[src/rtl/pipe_rpc_pkg.sv]
package pipe_rpc_pkg;

    localparam int unsigned RATE_W = 2;
    localparam int unsigned PWR_W  = 2;

    localparam logic [RATE_W-1:0] RATE_CODE_GEN1 = 2'b00;
    localparam logic [RATE_W-1:0] RATE_CODE_GEN2 = 2'b01;

    localparam logic [PWR_W-1:0] PWR_P0  = 2'b00;
    localparam logic [PWR_W-1:0] PWR_P0S = 2'b01;
    localparam logic [PWR_W-1:0] PWR_P1  = 2'b10;
    localparam logic [PWR_W-1:0] PWR_P2  = 2'b11;

    typedef enum logic [1:0] {
        RS_IDLE = 2'd0,
        RS_WAIT = 2'd1,
        RS_DONE = 2'd2
    } rate_fsm_e;

    typedef enum logic [1:0] {
        PS_STEADY = 2'd0,
        PS_SETTLE = 2'd1,
        PS_DONE   = 2'd2
    } pwr_fsm_e;

endpackage

[src/rtl/rpc_rate_edge.sv]
module rpc_rate_edge
    import pipe_rpc_pkg::*;
(
    input  logic              clk,
    input  logic              rst,
    input  logic [RATE_W-1:0] req_rate,
    output logic              hit,
    output logic              hit_tgt
);

    logic [RATE_W-1:0] prev_q;
    logic              up_edge;
    logic              dn_edge;

    always_ff @(posedge clk) begin
        if (rst) begin
            prev_q <= RATE_CODE_GEN1;
        end else begin
            prev_q <= req_rate;
        end
    end

    always_comb begin
        up_edge = (prev_q == RATE_CODE_GEN1) && (req_rate == RATE_CODE_GEN2);
        dn_edge = (prev_q == RATE_CODE_GEN2) && (req_rate == RATE_CODE_GEN1);
        hit     = up_edge || dn_edge;
        hit_tgt = up_edge;
    end

    // a code outside the two defined values never yields a transition
    a_r4_undefined_code_quiet: assert property (@(posedge clk) disable iff (rst)
        (req_rate[1] == 1'b1) |-> !hit);

endmodule

[src/rtl/rpc_rate_seq.sv]
module rpc_rate_seq
    import pipe_rpc_pkg::*;
(
    input  logic clk,
    input  logic rst,
    input  logic hit,
    input  logic hit_tgt,
    input  logic chan_done,
    output logic chan_chg,
    output logic cur_rate,
    output logic done_pulse
);

    rate_fsm_e state_q;
    rate_fsm_e state_d;
    logic      tgt_q;
    logic      tgt_d;
    logic      cur_q;
    logic      cur_d;
    logic      pend_v_q;
    logic      pend_v_d;
    logic      pend_t_q;
    logic      pend_t_d;
    logic      start_new;
    logic      start_held;

    always_comb begin
        start_new  = hit && (hit_tgt != cur_q);
        start_held = !hit && pend_v_q && (pend_t_q != cur_q);
    end

    always_comb begin
        state_d  = state_q;
        tgt_d    = tgt_q;
        cur_d    = cur_q;
        pend_v_d = pend_v_q;
        pend_t_d = pend_t_q;
        unique case (state_q)
            RS_IDLE: begin
                pend_v_d = 1'b0;
                if (start_new) begin
                    state_d = RS_WAIT;
                    tgt_d   = hit_tgt;
                end else if (start_held) begin
                    state_d = RS_WAIT;
                    tgt_d   = pend_t_q;
                end
            end
            RS_WAIT: begin
                if (hit) begin
                    pend_v_d = 1'b1;
                    pend_t_d = hit_tgt;
                end
                if (chan_done) begin
                    state_d = RS_DONE;
                    cur_d   = tgt_q;
                end
            end
            RS_DONE: begin
                if (hit) begin
                    pend_v_d = 1'b1;
                    pend_t_d = hit_tgt;
                end
                state_d = RS_IDLE;
            end
            default: begin
                state_d = RS_IDLE;
            end
        endcase
    end

    always_ff @(posedge clk) begin
        if (rst) begin
            state_q  <= RS_IDLE;
            tgt_q    <= 1'b0;
            cur_q    <= 1'b0;
            pend_v_q <= 1'b0;
            pend_t_q <= 1'b0;
        end else begin
            state_q  <= state_d;
            tgt_q    <= tgt_d;
            cur_q    <= cur_d;
            pend_v_q <= pend_v_d;
            pend_t_q <= pend_t_d;
        end
    end

    always_comb begin
        chan_chg   = 1'b0;
        done_pulse = 1'b0;
        unique case (state_q)
            RS_IDLE: ;
            RS_WAIT: chan_chg   = 1'b1;
            RS_DONE: done_pulse = 1'b1;
            default: ;
        endcase
        cur_rate = cur_q;
    end

    // the request to the channel is held until the channel answers
    a_r2_hold_request: assert property (@(posedge clk) disable iff (rst)
        (chan_chg && !chan_done) |=> chan_chg);

    // the reported rate moves only on a channel answer
    a_r2_rate_moves_on_done: assert property (@(posedge clk) disable iff (rst)
        (cur_rate != $past(cur_rate)) |-> $past(chan_chg && chan_done));

    // completion status lasts one cycle
    a_r5_single_pulse: assert property (@(posedge clk) disable iff (rst)
        done_pulse |=> !done_pulse);

    // a transition arriving mid-switch is kept
    a_r6_request_held: assert property (@(posedge clk) disable iff (rst)
        (chan_chg && hit) |=> pend_v_q);

endmodule

[src/rtl/rpc_pwr_track.sv]
module rpc_pwr_track
    import pipe_rpc_pkg::*;
#(
    parameter int unsigned SETTLE_CYC = 8
)(
    input  logic             clk,
    input  logic             rst,
    input  logic [PWR_W-1:0] req_pwr,
    output logic [PWR_W-1:0] cur_pwr,
    output logic             done_pulse
);

    localparam int unsigned CNT_W = (SETTLE_CYC > 1) ? $clog2(SETTLE_CYC) : 1;
    localparam logic [CNT_W-1:0] CNT_LAST = CNT_W'(SETTLE_CYC - 1);

    pwr_fsm_e         state_q;
    pwr_fsm_e         state_d;
    logic [PWR_W-1:0] pwr_q;
    logic [PWR_W-1:0] pwr_d;
    logic [CNT_W-1:0] cnt_q;
    logic [CNT_W-1:0] cnt_d;

    always_comb begin
        state_d = state_q;
        pwr_d   = pwr_q;
        cnt_d   = cnt_q;
        unique case (state_q)
            PS_STEADY: begin
                if (req_pwr != pwr_q) begin
                    state_d = PS_SETTLE;
                    pwr_d   = req_pwr;
                    cnt_d   = '0;
                end
            end
            PS_SETTLE: begin
                if (cnt_q == CNT_LAST) begin
                    state_d = PS_DONE;
                end else begin
                    cnt_d = cnt_q + 1'b1;
                end
            end
            PS_DONE: begin
                state_d = PS_STEADY;
            end
            default: begin
                state_d = PS_STEADY;
            end
        endcase
    end

    always_ff @(posedge clk) begin
        if (rst) begin
            state_q <= PS_STEADY;
            pwr_q   <= PWR_P0;
            cnt_q   <= '0;
        end else begin
            state_q <= state_d;
            pwr_q   <= pwr_d;
            cnt_q   <= cnt_d;
        end
    end

    always_comb begin
        done_pulse = 1'b0;
        unique case (state_q)
            PS_STEADY: ;
            PS_SETTLE: ;
            PS_DONE:   done_pulse = 1'b1;
            default:   ;
        endcase
        cur_pwr = pwr_q;
    end

    // the tracked state is frozen while a change settles
    a_r7_frozen_while_settling: assert property (@(posedge clk) disable iff (rst)
        (state_q != PS_STEADY) |=> $stable(cur_pwr));

    // completion comes only after the full settle count
    a_r8_full_count: assert property (@(posedge clk) disable iff (rst)
        done_pulse |-> ($past(cnt_q) == CNT_LAST));

    // completion status lasts one cycle
    a_r8_single_pulse: assert property (@(posedge clk) disable iff (rst)
        done_pulse |=> !done_pulse);

endmodule

[src/rtl/rpc_idle_gate.sv]
module rpc_idle_gate
    import pipe_rpc_pkg::*;
(
    input  logic             clk,
    input  logic             rst,
    input  logic             req_txidle,
    input  logic [PWR_W-1:0] cur_pwr,
    output logic             tx_idle
);

    logic low_power;
    logic idle_q;

    always_comb begin
        low_power = (cur_pwr != PWR_P0);
    end

    always_ff @(posedge clk) begin
        if (rst) begin
            idle_q <= 1'b1;
        end else begin
            idle_q <= req_txidle || low_power;
        end
    end

    always_comb begin
        tx_idle = idle_q;
    end

    // any low-power state forces idle on the next cycle
    a_r9_low_power_forces_idle: assert property (@(posedge clk) disable iff (rst)
        (cur_pwr != PWR_P0) |=> tx_idle);

endmodule

[src/rtl/pipe_rate_pwr_ctrl.sv]
module pipe_rate_pwr_ctrl
    import pipe_rpc_pkg::*;
#(
    parameter int unsigned SETTLE_CYC = 8
)(
    input  logic       clk,
    input  logic       rst,
    input  logic [1:0] req_rate,
    input  logic [1:0] req_pwr,
    input  logic       req_txidle,
    input  logic       chan_rate_done,
    output logic       chan_rate_chg,
    output logic       cur_rate,
    output logic [1:0] cur_pwr,
    output logic       tx_elec_idle,
    output logic       phy_status
);

    logic hit;
    logic hit_tgt;
    logic rate_done;
    logic pwr_done;

    rpc_rate_edge u_edge (
        .clk      (clk),
        .rst      (rst),
        .req_rate (req_rate),
        .hit      (hit),
        .hit_tgt  (hit_tgt)
    );

    rpc_rate_seq u_rate (
        .clk        (clk),
        .rst        (rst),
        .hit        (hit),
        .hit_tgt    (hit_tgt),
        .chan_done  (chan_rate_done),
        .chan_chg   (chan_rate_chg),
        .cur_rate   (cur_rate),
        .done_pulse (rate_done)
    );

    rpc_pwr_track #(.SETTLE_CYC(SETTLE_CYC)) u_pwr (
        .clk        (clk),
        .rst        (rst),
        .req_pwr    (req_pwr),
        .cur_pwr    (cur_pwr),
        .done_pulse (pwr_done)
    );

    rpc_idle_gate u_idle (
        .clk        (clk),
        .rst        (rst),
        .req_txidle (req_txidle),
        .cur_pwr    (cur_pwr),
        .tx_idle    (tx_elec_idle)
    );

    always_comb begin
        phy_status = rate_done || pwr_done;
    end

    // reset leaves the transmitter idle at Gen1 in P0
    a_r1_reset_state: assert property (@(posedge clk)
        rst |=> (tx_elec_idle && !cur_rate && (cur_pwr == PWR_P0) && !chan_rate_chg));

endmodule

[config.mk]
export PLATFORM = sky130hd
export DESIGN_NAME = pipe_rate_pwr_ctrl
export DESIGN_NICKNAME = d
export VERILOG_FILES = /design/src/rtl/pipe_rpc_pkg.sv /design/src/rtl/rpc_rate_edge.sv /design/src/rtl/rpc_rate_seq.sv /design/src/rtl/rpc_pwr_track.sv /design/src/rtl/rpc_idle_gate.sv /design/src/rtl/pipe_rate_pwr_ctrl.sv
export SDC_FILE = /design/constraint.sdc
export NUM_CORES = 1
export LEC_CHECK = 0
export ABC_CLOCK_PERIOD_IN_PS = 4200
export BUFFER_PORTS_ARGS = -buffer_cell sky130_fd_sc_hd__buf_2
export CORE_MARGIN = 2
export CORE_UTILIZATION = 56
export DETAILED_ROUTE_END_ITERATION = 8
export PLACE_DENSITY = 0.89
export SKIP_CTS_REPAIR_TIMING = 1
export SLEW_MARGIN = 20
export SYNTH_ARGS = -nofsm -noshare
export SYNTH_HDL_FRONTEND = slang
export SYNTH_HIERARCHICAL = 1
export SYNTH_SLANG_ARGS = --single-unit
[constraint.sdc]
create_clock -name clk -period 4.2 [get_ports clk]
set_input_delay 0.63 -clock clk [delete_from_list [all_inputs] [get_ports clk]]
set_output_delay 0.63 -clock clk [all_outputs]
set_load 0.01 [all_outputs]
Word-level counts from Yosys, hierarchy flattened:

Index checks and enable logic that the tools add are counted.

* logic and storage cells: 70
* output and inout bits: 6
* bits in registers: 16
* bits in writable memories: 0
* input port bits: 8
* bits in latches: 0
* memories kept: 0
* bits in read-only memories: 0

* divide/modulo/power cells: 0
* muxes and demuxes: 17
* shift-type cells: 0
* bitwise logic cells: 0
* $mul: 0
* reductions and logical operators: 26
* add/subtract/negate cells: 1
* order comparisons: 0
* equality and inequality tests: 16

Operators by type and width (count)
* 2-bit AND reduction: 7
* 2-bit 2-to-1 mux: 5
* 2-bit by 1-bit == test with 1-bit output (second input constant): 4
* 2-bit zero test: 4
* 2-bit one-hot mux with 2 select lines: 2
* 2-bit nonzero test: 4
* 1-bit 2-to-1 mux: 6
* 3-bit 2-to-1 mux: 2
* 2-bit by 1-bit != test with 1-bit output (second input constant): 3
* 3-bit one-hot mux with 2 select lines: 1
* 1-bit logical AND: 5
* 2-bit == test (second input constant): 2
* 2-bit != test (second input constant): 2
* 3-bit by 1-bit adder with 3-bit output (second input constant): 1
* 3-bit == test (second input constant): 1
* 1-bit logical OR: 3
* 3-bit by 1-bit != test with 1-bit output (second input constant): 1
* 3-bit AND reduction: 1
* 1-bit != test: 2
* 2-bit != test: 1
* 1-bit one-hot mux with 2 select lines: 1
* 2-bit OR reduction: 1
* 1-bit zero test: 1

Depth between registers and ports, before layout:

Gate-level depths: netlist (run 1).

* depth in word-level cells: 9
* gate-level depth with buffers: 6
* mapped depth without buffers: 6

Modules after synthesis:

Netlist (run 1), hierarchy kept.

Modules (own cells, without submodules)
* rpc_pwr_track: instances 1, area an instance 374.1 µm², cells an instance 39
* rpc_rate_seq: instances 1, area an instance 324.1 µm², cells an instance 37
* rpc_rate_edge: instances 1, area an instance 75.1 µm², cells an instance 7
* rpc_idle_gate: instances 1, area an instance 27.5 µm², cells an instance 2
* pipe_rate_pwr_ctrl: instances 1, area an instance 6.3 µm², cells an instance 1

Worst setup path before layout (run 1):

Ideal clock, no wire load.

* path kind: input -> register
* from: in req_rate[0]
* to: reg u_rate.state_q[1]
* data arrival time: 1.880 ns
* cell stages on the path: 6
* setup slack: 2.234 ns
* buffers on the path: 0
* cells stage by stage: xnor2_1 nor3_1 or2b_1 a32oi_2 o21ai_0 a221oi_2

* cells in the longest elaborated chain, start to end: 8
* elaborated cells between the ends (all ways): 14
* those cells by class: 3 x eq/ne; 2 x mux; 9 x reduce/logical

Ends and longest elaborated chain
* start: declaration: line pipe_rate_pwr_ctrl.sv:8 `input logic [1:0] req_rate,`
* 2-bit by 1-bit == test with 1-bit output or 2-bit zero test (tied branches): line rpc_rate_edge.sv:24, rpc_rate_edge.sv:25
* 1-bit logical AND (on tied branches): line rpc_rate_edge.sv:24, rpc_rate_edge.sv:25
* 1-bit logical OR (*): line rpc_rate_edge.sv:26 `hit = up_edge || dn_edge;`
* named net hit: line pipe_rate_pwr_ctrl.sv:19 `logic hit;`
* 1-bit zero test: line rpc_rate_seq.sv:29 `start_held = !hit && pend_v_q && (pend_t_q != cur_q);`
* 1-bit logical AND (2 in a row): line rpc_rate_seq.sv:29
* 3-bit by 1-bit != test with 1-bit output (no line)
* 2-bit AND reduction (no line)
* end signal: assignment: line rpc_rate_seq.sv:80 `state_q <= state_d;`
* end: declaration: line rpc_rate_seq.sv:14 `rate_fsm_e state_q;`

Mark *: on every way through the listed nets, which the timed path passes. The rest lies on a longest branch.
A chain may end at the register's enable or synchronous reset.

Final worst setup path (run 1):

Ends and elaborated chain as after synthesis.

==> metrics.txt, run 1 <==
distinct cell type count after synthesis=34; Seq/Total Area, Yosys=39.7%; CTS Buffer Depth=2; Final nets=115; vias in the first global route=between 500 and 600; grt total ovfl=0; setup_tns=0 ps; outcome=finished, final reports clean; Vias/cell=~5.6; Initial Util=61.3%; CP endpoint kind=register; GR Util All Layers=17.3%; drt first pass iters=4; Syn Area/Cell=between 9 and 10 um2; synthesized area=807 um2; Buffers on Ports=13; Worst-Skew Late Latency=270 ps; setup violators final=0; Max Fclk=around 0.5 GHz; sequential cell area=320 um2; Detailed Route WL=1390 um; clock skew=5.14 ps; maximum fanout along the worst path=6; htree depth=1; first-pass GRT wire length=2370 um; Slew @ Worst Pin=between 500 and 600 ps; Critical Path, Cell by Cell=buf_2 -> xnor2_1 -> nor3_1 -> or2b_1 -> a32oi_2 -> o21ai_0 -> a221oi_2; Antenna diodes=0; required time worst endpoint=roughly 4400 ps; Cells after Synth=86; CTS tree=yes; Syn. warnings=6; Routability Congestion=0.827; Max Cap Viol=0; CTS root buffer=clkbuf_4; die extent in x=around 42 um; Worst VDD drop=284 uV; max-slew violation count=0; CP arrival=2180 ps; Die Footprint=1760 um2; CTS Buf Count=3; power per cell area=just over 300 nW/um2; Antenna Nets Post-Route=0; Syn-to-layout area delta=11.2%; share of cells above drive strength 1=21.0%; Hold WC Path Type=reg2reg; slew margin rel.=66.2%; WL per Instance=roughly 12 um; Residual DRC=0; core area=1320 um2; clock-pin slew on the worst setup and hold paths=90 ps; multi-input logic area=452 um2; count of final hold-check violations=0; Setup CP Type=in2reg; syn_nets=99; std cell rows=13; Worst setup SP type=primary input; synthesis-stage register bit count=16; total number of vias=644; Final HPWL DP=approximately 1000 um; Clock Sinks=16; slowest cell delay on critical path=400 ps; DR iter-0 viols=12; largest net degree at the start of global routing=17; period utilization=47.4%; RSZ-0062 raised after global routing=no; Die Height=42.0 um; io pins=14; crit path time final=1990 ps; total chip power=279 uW; Crit-path slowest cell=nor3_1; Fillers=110; Pleak=0.367 nW; antenna violations before repair=0
-- worst max-delay path: cells and delay by family --
family	cells	cell delay (ps)
buf+inv	1	110
compound gates	3	620
simple gates	2	710
xor+xnor	1	110
-- Yosys cell counts --
| cell type | number | area (um2) |
|---|---|---|
| a211oi_1 | 1 | 7.51 |
| a211oi_2 | 1 | 12.5 |
| a21oi_1 | 9 | 45.0 |
| a221oi_1 | 1 | 8.76 |
| a221oi_2 | 1 | 15.0 |
| a311oi_1 | 1 | 8.76 |
| a31oi_1 | 2 | 12.5 |
| a32oi_2 | 1 | 16.3 |
| and3_1 | 1 | 6.26 |
| buf_2 | 1 | 5.00 |
| buf_6 | 1 | 11.3 |
| dfxtp_1 | 16 | 320 |
| ha_1 | 5 | 62.6 |
| inv_1 | 5 | 18.8 |
| mux2i_1 | 1 | 10.0 |
| nand2_1 | 9 | 33.8 |
| nand2b_1 | 1 | 6.26 |
| nand3_1 | 2 | 10.0 |
| nand3b_1 | 1 | 7.51 |
| nand4b_1 | 2 | 17.5 |
| nor2_1 | 2 | 7.51 |
| nor2b_1 | 3 | 18.8 |
| nor3_1 | 2 | 10.0 |
| nor3b_1 | 1 | 7.51 |
| nor3b_2 | 1 | 12.5 |
| nor4b_1 | 1 | 8.76 |
| nor4b_2 | 1 | 15.0 |
| o211a_1 | 1 | 10.0 |
| o21ai_0 | 5 | 25.0 |
| or2_1 | 1 | 6.26 |
| or2b_1 | 1 | 7.51 |
| or3b_1 | 1 | 8.76 |
| or4_1 | 1 | 7.51 |
| xnor2_1 | 3 | 26.3 |
-- registers in the layout, summed over array words and instances, names as in the netlist, 2 cells and up --
name            cells
u_pwr/cnt_q         3
u_edge/prev_q       2
u_rate/state_q      2
u_pwr/cur_pwr       2
u_pwr/state_q       2
-- cell type report --
cell class	count	share of cell area, %
well taps	15	2.09
repair buffers	13	7.25
flip-flops and latches	16	35.7
clock buffers	3	2.51
multi-input cells	63	50.3
inverters	5	2.09
-- metrics by stage --
step                util [%]  hold slack (ps)  setup slack, ps  instance area [um2]  cells
floorplan                  -              437             2230                  807     86
global placement        66.4              454             2040                  875    112
detailed placement      66.4              462             1950                  875    112
CTS                     68.1              475             2240                  897    115
global route            68.1              519             2030                  897    115
finish                  68.1              472             2210                  897    115
-- worst paths after layout --
kind	startpoint	to	slack (ps)	cells past startpoint
max	req_rate[0]	u_rate/state_q[1]$_SDFFE_PP0P_	2210	7
min	u_rate/pend_t_q$_SDFFE_PP0P_	u_rate/pend_t_q$_SDFFE_PP0P_	470	2
max reg2reg	u_edge/prev_q[0]$_SDFF_PP0_	u_rate/state_q[1]$_SDFFE_PP0P_	2360	6
min reg2reg	u_rate/pend_t_q$_SDFFE_PP0P_	u_rate/pend_t_q$_SDFFE_PP0P_	470	2
-- cells in the final DEF (no fill, tap or decap) --
cell      count
and3_1        1
a311oi_1      1
nor3b_2       1
or2_1         1
nand2_1       9
clkbuf_4      3
o211a_1       1
buf_2        13
a221oi_1      1
a221oi_2      1
nor3_1        2
o21ai_0       5
or2b_1        1
nand3b_1      1
or3b_1        1
dfxtp_1      16
nor3b_1       1
ha_1          5
nor4b_2       1
nand4b_1      2
a211oi_1      1
nor4b_1       1
a32oi_2       1
or4_1         1
nor2_1        2
a31oi_1       2
a21oi_1       9
a211oi_2      1
mux2i_1       1
nand3_1       2
inv_1         5
nand2b_1      1
xnor2_1       3
nor2b_1       3
-- metal layers --
| metal | up-vias | GRT usage [%] | wire length, um |
|---|---|---|---|
| met5 | - | 0 | 0 |
| met4 | 0 | 7.74 | 14 |
| met2 | 5 | 25.9 | 627 |
| met3 | 2 | 3.91 | 21 |
| li1 | 345 | - | - |
| met1 | 292 | 23.6 | 728 |
-- report_power, final --
group / switching (mW) / internal, mW / total, mW
logic: 0.0203 / 0.0184 / 0.0387
clock network: 0.0419 / 0.0331 / 0.0751
registers: 0.00710 / 0.158 / 0.165
-- cells by family after synthesis --
logic type               Yosys count  share of synthesized area [%]
multiplexers                       1                           1.24
XOR/XNOR                           3                           3.26
adder cells (fa/ha/maj)            5                           7.75
AO/OA/AOI/OAI                     23                           20.0
AND/OR/NAND/NOR                   31                           23.7
flip-flops                        16                           39.7
buffers and inverters              7                           4.34
(Power assumes the default switching activity.)
==> run 2, diff against run 1 <==
--- a/config.mk
+++ b/config.mk
@@ -5,12 +5,13 @@
 export SDC_FILE = /design/constraint.sdc
 export NUM_CORES = 1
 export LEC_CHECK = 0
-export ABC_CLOCK_PERIOD_IN_PS = 4200
+export ABC_AREA = 1
+export ABC_CLOCK_PERIOD_IN_PS = 1700
 export BUFFER_PORTS_ARGS = -buffer_cell sky130_fd_sc_hd__buf_2
 export CORE_MARGIN = 2
-export CORE_UTILIZATION = 56
+export CORE_UTILIZATION = 48
 export DETAILED_ROUTE_END_ITERATION = 8
-export PLACE_DENSITY = 0.89
+export PLACE_DENSITY = 0.82
 export SKIP_CTS_REPAIR_TIMING = 1
 export SLEW_MARGIN = 20
 export SYNTH_ARGS = -nofsm -noshare
==> constraint.sdc (replaced) <==
create_clock -name clk -period 1.7 [get_ports clk]
set_input_delay 0.255 -clock clk [delete_from_list [all_inputs] [get_ports clk]]
set_output_delay 0.255 -clock clk [all_outputs]
set_load 0.01 [all_outputs]
==> metrics.txt, run 2 <==
outcome=finished, final reports clean; Worst-Skew Late Latency=280 ps (about the same); CTS Buffer Depth=2 (unchanged); Cells after Synth=120 (+40%); count of final hold-check violations=0 (unchanged); Most used DFF post-synth=dfxtp_1; Slew @ Worst Pin=260 ps (-244 ps); Crit-path slowest cell=dfxtp_1; Syn. warnings=6 (unchanged); Synth top area share=39.1% (-0.55 points); Worst VDD drop=389 uV (+37%); Hold WC Path Type=in2reg; most frequent cells in the layout=25 x nand2_1, 24 x inv_1, 16 x dfxtp_1, 14 x nor2_1, 13 x buf_2; share of cells above drive strength 1=19.7% (-1.3 points); slew margin rel.=82.7% (+17 points); Bufs and invs on worst path=1 (unchanged); DR iter-0 viols=17 (+5); die extent in x=45.3 um (+7.9%); Async SR Flop Fraction=0% (unchanged); htree depth=1 (unchanged); CTS Buf Count=3 (unchanged); distinct cell type count after synthesis=15 (-56%); Fillers=155 (+41%); Most flops, register=u_pwr/cnt_q; Clock Sinks=16 (unchanged); Residual DRC=0 (unchanged); CP arrival=1580 ps (-600 ps); grt total ovfl=0 (unchanged); Routability Congestion=0.781 (-5.5%); largest net degree at the start of global routing=11 (-6); most common cell in the netlist=nand2_1; drt first pass iters=4 (unchanged); Worst setup SP type=register; setup_tns=0 ps (unchanged); most instantiated cells after synthesis=25 x nand2_1, 24 x inv_1, 16 x dfxtp_1, 14 x nor2_1, 10 x a21oi_1; CTS tree=yes; slowest cell delay on critical path=320 ps (-80 ps); std cell rows=14 (+1); Final HPWL DP=1160 um (+12%); fin util=60.3% (-7.8 points); clock-pin slew on the worst setup and hold paths=100 ps (about the same); period utilization=a little over 80%; max-slew violation count=0 (unchanged); Final nets=151 (+31%); Max Cap Viol=0 (unchanged); crit path time final=1390 ps; post-synth top area cell=dfxtp_1; commonest non-fill, non-tap cell in the layout=nand2_1; synthesized area=818 um2 (+1.4%); Pleak=0.482 nW (+31%); Syn-to-layout area delta=14.8%; largest cells by area after synthesis=dfxtp_1 39%, nand2_1 11%, inv_1 11%; Antenna diodes=0 (unchanged); Setup CP Type=reg2reg; Seq/Total Area, Yosys=39.1% (-0.55 points); CP delay by family, top=compound AO/OA/AOI/OAI gates; required time worst endpoint=1890 ps (-2500 ps); Syn Area/Cell=6.82 um2 (-27%); power per cell area=818 nW/um2 (+160%); WL per Instance=9.53 um (-21%); Antenna Nets Post-Route=0 (unchanged); Top cell by count, worst path=ha_1; Detailed Route WL=1460 um (+4.8%); maximum fanout along the worst path=4 (-2); final instance area=940 um2 (+4.7%); Buffers on Ports=13 (unchanged); antenna violations before repair=0 (unchanged); sequential cell area=320 um2 (unchanged); syn_nets=133 (+34%); max reg flops=3 (unchanged); Initial Util=52.5% (-8.8 points); clock skew=0.561 ps (-4.58 ps); core area=1560 um2 (+18%); GR Util All Layers=17.1% (-0.18 points); area of placed instances=903 um2 (+3.3%); multi-input logic area=400 um2 (-11%); synthesis-stage register bit count=16 (unchanged); CP endpoint kind=register; Max Fclk=0.720 GHz; number of flops mapped to enable cells by yosys=0 (unchanged); vias in the first global route=653 (+15%); Critical Path, Cell by Cell=ha_1 -> ha_1 -> a21oi_1 -> nand2_2 -> o21ai_0 -> inv_1; setup violators final=0 (unchanged); Die Footprint=2050 um2 (+17%); total number of vias=744 (+16%); first-pass GRT wire length=2510 um (+6.1%); RSZ-0062 raised after global routing=no; Vias/cell=4.86 (-13%); CTS root buffer=clkbuf_4; Die Height=45.3 um (+7.9%); io pins=14 (unchanged)
-- run 2: final cells by class --
type | instances | area share (%)
multi-input combinational | 78 | 42.6
tap | 16 | 2.13
sequential | 16 | 34.1
clock buffer | 4 | 3.86
timing repair buffer | 13 | 6.92
inverter | 26 | 10.4
-- run 2: stage by stage --
| stage | total power, mW | setup WS, ps | cells | hold slack, ps |
|---|---|---|---|---|
| after floorplan | 0.487 | 419 | 120 | 324 |
| after global placement | 0.516 | 376 | 149 | 443 |
| after detailed placement | 0.521 | 323 | 149 | 447 |
| after CTS | 0.778 | 290 | 153 | 142 |
| after global routing | 0.809 | 163 | 153 | 162 |
| final | 0.769 | 311 | 153 | 149 |
-- run 2: power breakdown --
group	switching (mW)	leakage (nW)	internal, mW	total, mW
clock network	0.126	0.0210	0.130	0.257
registers	0.0147	0.131	0.394	0.409
logic	0.0615	0.330	0.0418	0.103
-- run 2: final timing paths --
check,start,endpoint,slack [ps],depth (start not counted)
max,u_pwr/cnt_q[0]$_SDFFE_PP0P_,u_pwr/cnt_q[0]$_SDFFE_PP0P_,310,6
max reg2reg,u_pwr/cnt_q[0]$_SDFFE_PP0P_,u_pwr/cnt_q[0]$_SDFFE_PP0P_,310,6
min,req_txidle,u_idle/tx_idle$_SDFF_PP1_,150,3
min reg2reg,u_rate/pend_v_q$_SDFFE_PP0P_,u_rate/pend_v_q$_SDFFE_PP0P_,470,2
-- run 2: routing by layer --
layer | global-route usage, % | wire length, um | vias up
li1 | - | - | 405
met1 | 22.3 | 719 | 315
met2 | 26.6 | 658 | 22
met3 | 2.40 | 63 | 2
met4 | 10.6 | 17 | 0
met5 | 0 | 0 | -
-- run 2: worst reg2reg max path, delay by kind of cell, from the launching register on --
| kind | cells | cell delay [ps] |
|---|---|---|
| adders and majority gates | 2 | 380 |
| buffers and inverters | 1 | 50 |
| and+or+nand+nor | 1 | 110 |
| AOI/OAI and AO/OA | 2 | 420 |
| DFF | 1 | 320 |
-- run 2: kinds of logic after synthesis --
kind of cell / Yosys count / share of synthesized area [%]
AOI/OAI and AO/OA: 18 / 11.0
xor gates and xnor gates: 1 / 1.07
adders and majority gates: 5 / 7.65
buffers and inverters: 26 / 11.9
DFF: 16 / 39.1
and+or+nand+nor: 54 / 29.2
